==> config.mk <==
export PLATFORM = sky130hd
export DESIGN_NAME = gpio_bank
export DESIGN_NICKNAME = d
export VERILOG_FILES = /design/src/rtl/gpio_bank_pkg.sv /design/src/rtl/gpio_in_sync.sv /design/src/rtl/gpio_out_latch.sv /design/src/rtl/gpio_read_mux.sv /design/src/rtl/gpio_bank.sv
export SDC_FILE = /design/constraint.sdc
export NUM_CORES = 1
export LEC_CHECK = 0
export BUFFER_PORTS_ARGS = -buffer_cell sky130_fd_sc_hd__buf_2
export CORE_UTILIZATION = 52
export CTS_BUF_LIST = sky130_fd_sc_hd__clkbuf_16
export DETAILED_ROUTE_END_ITERATION = 10
export GPL_ROUTABILITY_DRIVEN = 0
export HOLD_SLACK_MARGIN = 0.12
export PLACE_DENSITY = 0.79
export SKIP_CTS_REPAIR_TIMING = 1
export SLEW_MARGIN = 20
export SYNTH_ARGS = -nofsm -noshare
export SYNTH_HDL_FRONTEND = slang
export SYNTH_HIERARCHICAL = 1
export SYNTH_SLANG_ARGS = --single-unit
==> constraint.sdc <==
create_clock -name clk -period 2.61 [get_ports clk]
set_input_delay 0.261 -clock clk [delete_from_list [all_inputs] [get_ports clk]]
set_output_delay 0.261 -clock clk [all_outputs]
set_load 0.005 [all_outputs]
==> src/rtl/gpio_bank_pkg.sv <==
package gpio_bank_pkg;
  localparam logic [11:0] OFF_IDENT = 12'h000;
  localparam logic [11:0] OFF_DIR   = 12'h134;
  localparam logic [11:0] OFF_DIN   = 12'h138;
  localparam logic [11:0] OFF_DOUT  = 12'h13C;
  localparam logic [11:0] OFF_CLR   = 12'h190;
  localparam logic [11:0] OFF_SET   = 12'h194;

  typedef enum logic [2:0] {
    SEL_NONE,
    SEL_IDENT,
    SEL_DIR,
    SEL_DIN,
    SEL_DOUT
  } rd_sel_e;

  function automatic rd_sel_e decode_read(input logic [11:0] a);
    case (a)
      OFF_IDENT: return SEL_IDENT;
      OFF_DIR:   return SEL_DIR;
      OFF_DIN:   return SEL_DIN;
      OFF_DOUT:  return SEL_DOUT;
      default:   return SEL_NONE;
    endcase
  endfunction
endpackage

==> src/rtl/gpio_in_sync.sv <==
module gpio_in_sync #(
  parameter int W      = 32,
  parameter int STAGES = 2
) (
  input  logic         clk,
  input  logic         rst,
  input  logic [W-1:0] d,
  output logic [W-1:0] q
);
  logic [W-1:0] stg [STAGES];

  for (genvar i = 0; i < STAGES; i++) begin : g_stage
    if (i == 0) begin : g_first
      always_ff @(posedge clk) begin
        if (rst) stg[0] <= '0;
        else     stg[0] <= d;
      end
    end else begin : g_next
      always_ff @(posedge clk) begin
        if (rst) stg[i] <= '0;
        else     stg[i] <= stg[i-1];
      end
    end
  end

  assign q = stg[STAGES-1];
endmodule

==> src/rtl/gpio_out_latch.sv <==
module gpio_out_latch #(
  parameter int W = 32
) (
  input  logic         clk,
  input  logic         rst,
  input  logic         wr_dir,
  input  logic         wr_dout,
  input  logic         wr_set,
  input  logic         wr_clr,
  input  logic [W-1:0] wdata,
  output logic [W-1:0] dir_q,
  output logic [W-1:0] dout_q
);
  always_ff @(posedge clk) begin
    if (rst)         dir_q <= '1;
    else if (wr_dir) dir_q <= wdata;
  end

  always_ff @(posedge clk) begin
    if (rst)          dout_q <= '0;
    else if (wr_dout) dout_q <= wdata;
    else if (wr_set)  dout_q <= dout_q | wdata;
    else if (wr_clr)  dout_q <= dout_q & ~wdata;
  end
endmodule

==> src/rtl/gpio_read_mux.sv <==
module gpio_read_mux
  import gpio_bank_pkg::*;
#(
  parameter int          W     = 32,
  parameter logic [31:0] IDENT = 32'h5060_0801
) (
  input  logic         clk,
  input  logic         rst,
  input  logic [11:0]  addr,
  input  logic [W-1:0] dir_q,
  input  logic [W-1:0] din_q,
  input  logic [W-1:0] dout_q,
  output logic [W-1:0] rdata
);
  rd_sel_e      sel;
  logic [W-1:0] nxt;

  always_comb begin
    sel = decode_read(addr);
    case (sel)
      SEL_IDENT: nxt = W'(IDENT);
      SEL_DIR:   nxt = dir_q;
      SEL_DIN:   nxt = din_q;
      SEL_DOUT:  nxt = dout_q;
      default:   nxt = '0;
    endcase
  end

  always_ff @(posedge clk) begin
    if (rst) rdata <= '0;
    else     rdata <= nxt;
  end
endmodule

==> src/rtl/gpio_bank.sv <==
module gpio_bank
  import gpio_bank_pkg::*;
#(
  parameter int          PINS        = 32,
  parameter int          SYNC_STAGES = 2,
  parameter logic [31:0] IDENT       = 32'h5060_0801
) (
  input  logic            clk,
  input  logic            rst,
  input  logic [11:0]     bus_addr,
  input  logic            bus_we,
  input  logic [PINS-1:0] bus_wdata,
  output logic [PINS-1:0] bus_rdata,
  input  logic [PINS-1:0] pad_i,
  output logic [PINS-1:0] pad_o,
  output logic [PINS-1:0] pad_oe
);
  logic [PINS-1:0] dir_q, dout_q, din_q;
  logic wr_dir, wr_dout, wr_set, wr_clr;

  assign wr_dir  = bus_we && (bus_addr == OFF_DIR);
  assign wr_dout = bus_we && (bus_addr == OFF_DOUT);
  assign wr_set  = bus_we && (bus_addr == OFF_SET);
  assign wr_clr  = bus_we && (bus_addr == OFF_CLR);

  gpio_in_sync #(.W(PINS), .STAGES(SYNC_STAGES)) u_sync (
    .clk(clk), .rst(rst), .d(pad_i), .q(din_q)
  );

  gpio_out_latch #(.W(PINS)) u_latch (
    .clk(clk), .rst(rst),
    .wr_dir(wr_dir), .wr_dout(wr_dout), .wr_set(wr_set), .wr_clr(wr_clr),
    .wdata(bus_wdata), .dir_q(dir_q), .dout_q(dout_q)
  );

  gpio_read_mux #(.W(PINS), .IDENT(IDENT)) u_rd (
    .clk(clk), .rst(rst), .addr(bus_addr),
    .dir_q(dir_q), .din_q(din_q), .dout_q(dout_q), .rdata(bus_rdata)
  );

  assign pad_o  = dout_q;
  assign pad_oe = ~dir_q;
endmodule

==> impl_metrics.toml <==
[power_and_ir_drop]
switching_power_mw = 1.13
p_leak_nw = 3.81
ir_drop_mv = 0.385
pwr-share-clk_pct = 45.0
p_int_mw = 4.05
cellPowerDensity_nw_per_um2 = 620
power_frac_seq_pct = 48.3
p_sw_share_pct = 21.8
pwr-share-comb_pct = 6.7

[min_path]
hold_class = "input port to flip-flop"
hp-start = "pad_i[27]"
hold_depth = 2
min_to = "u_sync/stg[0][27]"

[clock_tree]
clockBufferDepth = 2
cts.sinks = 160
htree_levels = 4
cts_tree = "yes"
root_buffer = "clkbuf_16"
numCtsBuffers = 17
clkTransAtPathRegs_ps = 60
insertion_delay_ps = 420

[timing]
maxSlewHeadroom_pct = 50.7
layout_min_cycle_time_ps = 1910
worst_hold_slack_ps = 114
max_freq_mhz = 524
worst_pin_slew_ps = 740
tns_ps = 0
setup_viol = 0
drv_slew = 0
rsz0062_at_grt = "no"
hold_viol = 0
fin_skew_ps = 9.42
timing.final.crit_share_pct = 73.1
fin_ws_ps = 702

[placed_design]
place_ws_ps = 353
io_buffers = 174
dp_hpwl_mm = 10.9
place_area_um2 = 7160

[yosys]
synth_seq_area_share_pct = 50.6
synth_top_area_share_pct = 50.6
syn_nets = 681
syn_area_um2 = 6320
yosys.area.top_type = "dfxtp_1"
synth-seq-cells = 160
synthTopCellsByArea = "dfxtp_1, nor2b_2, a32oi_1"
yosys_warnings = 6
avgSynthCellArea_um2 = 10.5
netlist_instances = 602
synth_cell_types = 33

[global_routing]
grtUsageTotal_pct = 26.7
grt_pass1_wl_mm = 26.0
antenna_found_initial = 1
grt_pass1_vias = 5170
grt_max_degree = 59
overflow = 0

[drt]
wl_met1_mm = 7.16
dr_wl_met2_mm = 8.70
vias = 5441
detail-route-antenna-nets = 0
top_layer = "met4"
routed_wl_mm = 17.7
met3WireLength_mm = 1.45
drtIter0Drc = 565
drc = 11
vias_per_cell = 5.56
dr.pass1.iters = 8
wl_per_cell_um = 18.1

[setup_path]
critPathMaxStageDelay_ps = 490
r2r-end = "u_rd/rdata[28]"
timing.rr.start = "u_latch/dir_q[28]"
cp-end-kind = "flip-flop"
critPathTopFamily = "simple AND/OR/NAND/NOR gates"
crit_buf_inv = 2
crit_chain = "buf_2 > nand4bb_1 > or4_4 > nor4_4 > buf_4 > nand2_1 > a32oi_1 > nor2_1"
rr_worst_depth = 3
worstSetupStartpointType = "input port"
required_ps = 2890
cp_slowest_cell = "or4_4"
arrival_ps = 2190
r2r_slack_ps = 1540
critical_path_class = "input port to flip-flop"
crit_fanout = 25

[die]
die_area_um2 = 12600
start_util_pct = 54.5
die_y_um = 112
rows = 39
ios = 175
fp.dieW_um = 112
core_um2 = 11600

[layout]
post-route-util_pct = 71.8
layout.nets = 902
area_growth_syn_to_layout_pct = 31.9
drive_gt1_share_pct = 37.7
stdcell_area_um2 = 8340

[run]
cap_violations = 0

[status]
status = "finished, violations left"
violations = "DRC"
## layout make-up
type	instances	area (µm²)
fillers	842	3270
flip-flops and latches	160	3200
multi-input cells	355	2620
repair buffers	256	1660
clock buffers	17	425
well taps	143	179
clock inverters	14	126
inverters	33	124
diodes	1	2.50
## metal layers
metal  global-route usage [%]  up-vias
met3                     7.72       34
met1                     32.3     2560
met4                     11.6        0
met5                        0        -
li1                         -     2544
met2                     44.4      303
## placed cells by master, fill, tap and decap left out, types with 3 or more instances in the layout
cell type and n:
nor2b_1 36, buf_2 173, nor3_1 27, dlygate4sd3_1 61, inv_1 34, a211o_1 32, nor2_1 33, a311oi_1 6
clkbuf_16 17, nand3_1 7, dfxtp_1 160, clkinv_2 6, nand2_1 35, buf_4 20, mux2_2 26, a32oi_1 58
nor2b_2 60, and3b_1 12, o21ai_0 6, nor4_1 3
## synth_stat cells
| cell type | number |
|---|---|
| nor4b_2 | 1 |
| buf_8 | 2 |
| nand2_1 | 35 |
| or2_4 | 1 |
| nand3_1 | 7 |
| and2b_1 | 1 |
| and4_1 | 1 |
| buf_4 | 4 |
| inv_1 | 33 |
| and3_1 | 1 |
| nand2b_1 | 2 |
| and3b_1 | 12 |
| a211o_1 | 32 |
| buf_2 | 22 |
| nor2b_1 | 36 |
| mux2i_4 | 1 |
| o21ai_0 | 6 |
| nand4bb_1 | 1 |
| a311oi_1 | 6 |
| nor3_1 | 27 |
| or4_4 | 1 |
| a32oi_1 | 58 |
| dfxtp_1 | 160 |
| nor3_2 | 1 |
| nor4_1 | 3 |
| mux2_2 | 26 |
| or3_1 | 1 |
| nor2b_2 | 60 |
| clkbuf_1 | 9 |
| buf_6 | 17 |
| nor2_1 | 33 |
| nor4_2 | 1 |
| or2_1 | 1 |
## through the flow
step / instances / total power [mW]
2_1_floorplan: 602 / 2.71
3_3_place_gp: 885 / 2.81
3_5_place_dp: 885 / 2.82
4_1_cts: 916 / 5.12
5_1_grt: 979 / 5.34
6_report: 979 / 5.18
## power groups by stage
stage / Sequential (mW) / Combinational, mW / Clock, mW
floorplan: 2.55 / 0.165 / 0
global placement: 2.55 / 0.257 / 0
detailed placement: 2.55 / 0.264 / 0
CTS: 2.50 / 0.266 / 2.35
global route: 2.50 / 0.371 / 2.47
finish: 2.50 / 0.347 / 2.33
## worst max-delay path by stage
stage,startpoint,to,slack (ps),depth (start not counted)
6_report,bus_addr[9],flip-flop,700,8
3_3_place_gp,bus_addr[9],flip-flop,450,8
3_5_place_dp,bus_addr[9],flip-flop,350,8
5_1_grt,bus_addr[9],flip-flop,690,8
2_1_floorplan,bus_addr[9],flip-flop,720,7
4_1_cts,bus_addr[9],flip-flop,760,8
## cells by family (layout without fill, tap and decap cells)
logic type | count (synthesis) | count (layout) | share of synthesized area (%)
buffers and inverters | 87 | 320 | 8.21
other | 0 | 1 | 0
AO/OA/AOI/OAI | 102 | 102 | 13.8
flip-flops | 160 | 160 | 50.6
multiplexers | 27 | 27 | 4.99
AND/OR/NAND/NOR | 226 | 226 | 22.4
## worst reg2reg max path: stages (launching register included)
cell and delay (ps):
dfxtp_1 360, and3b_1 160, o21ai_0 100, a311oi_1 350
Note: power is estimated with default switching activity, not from simulation.
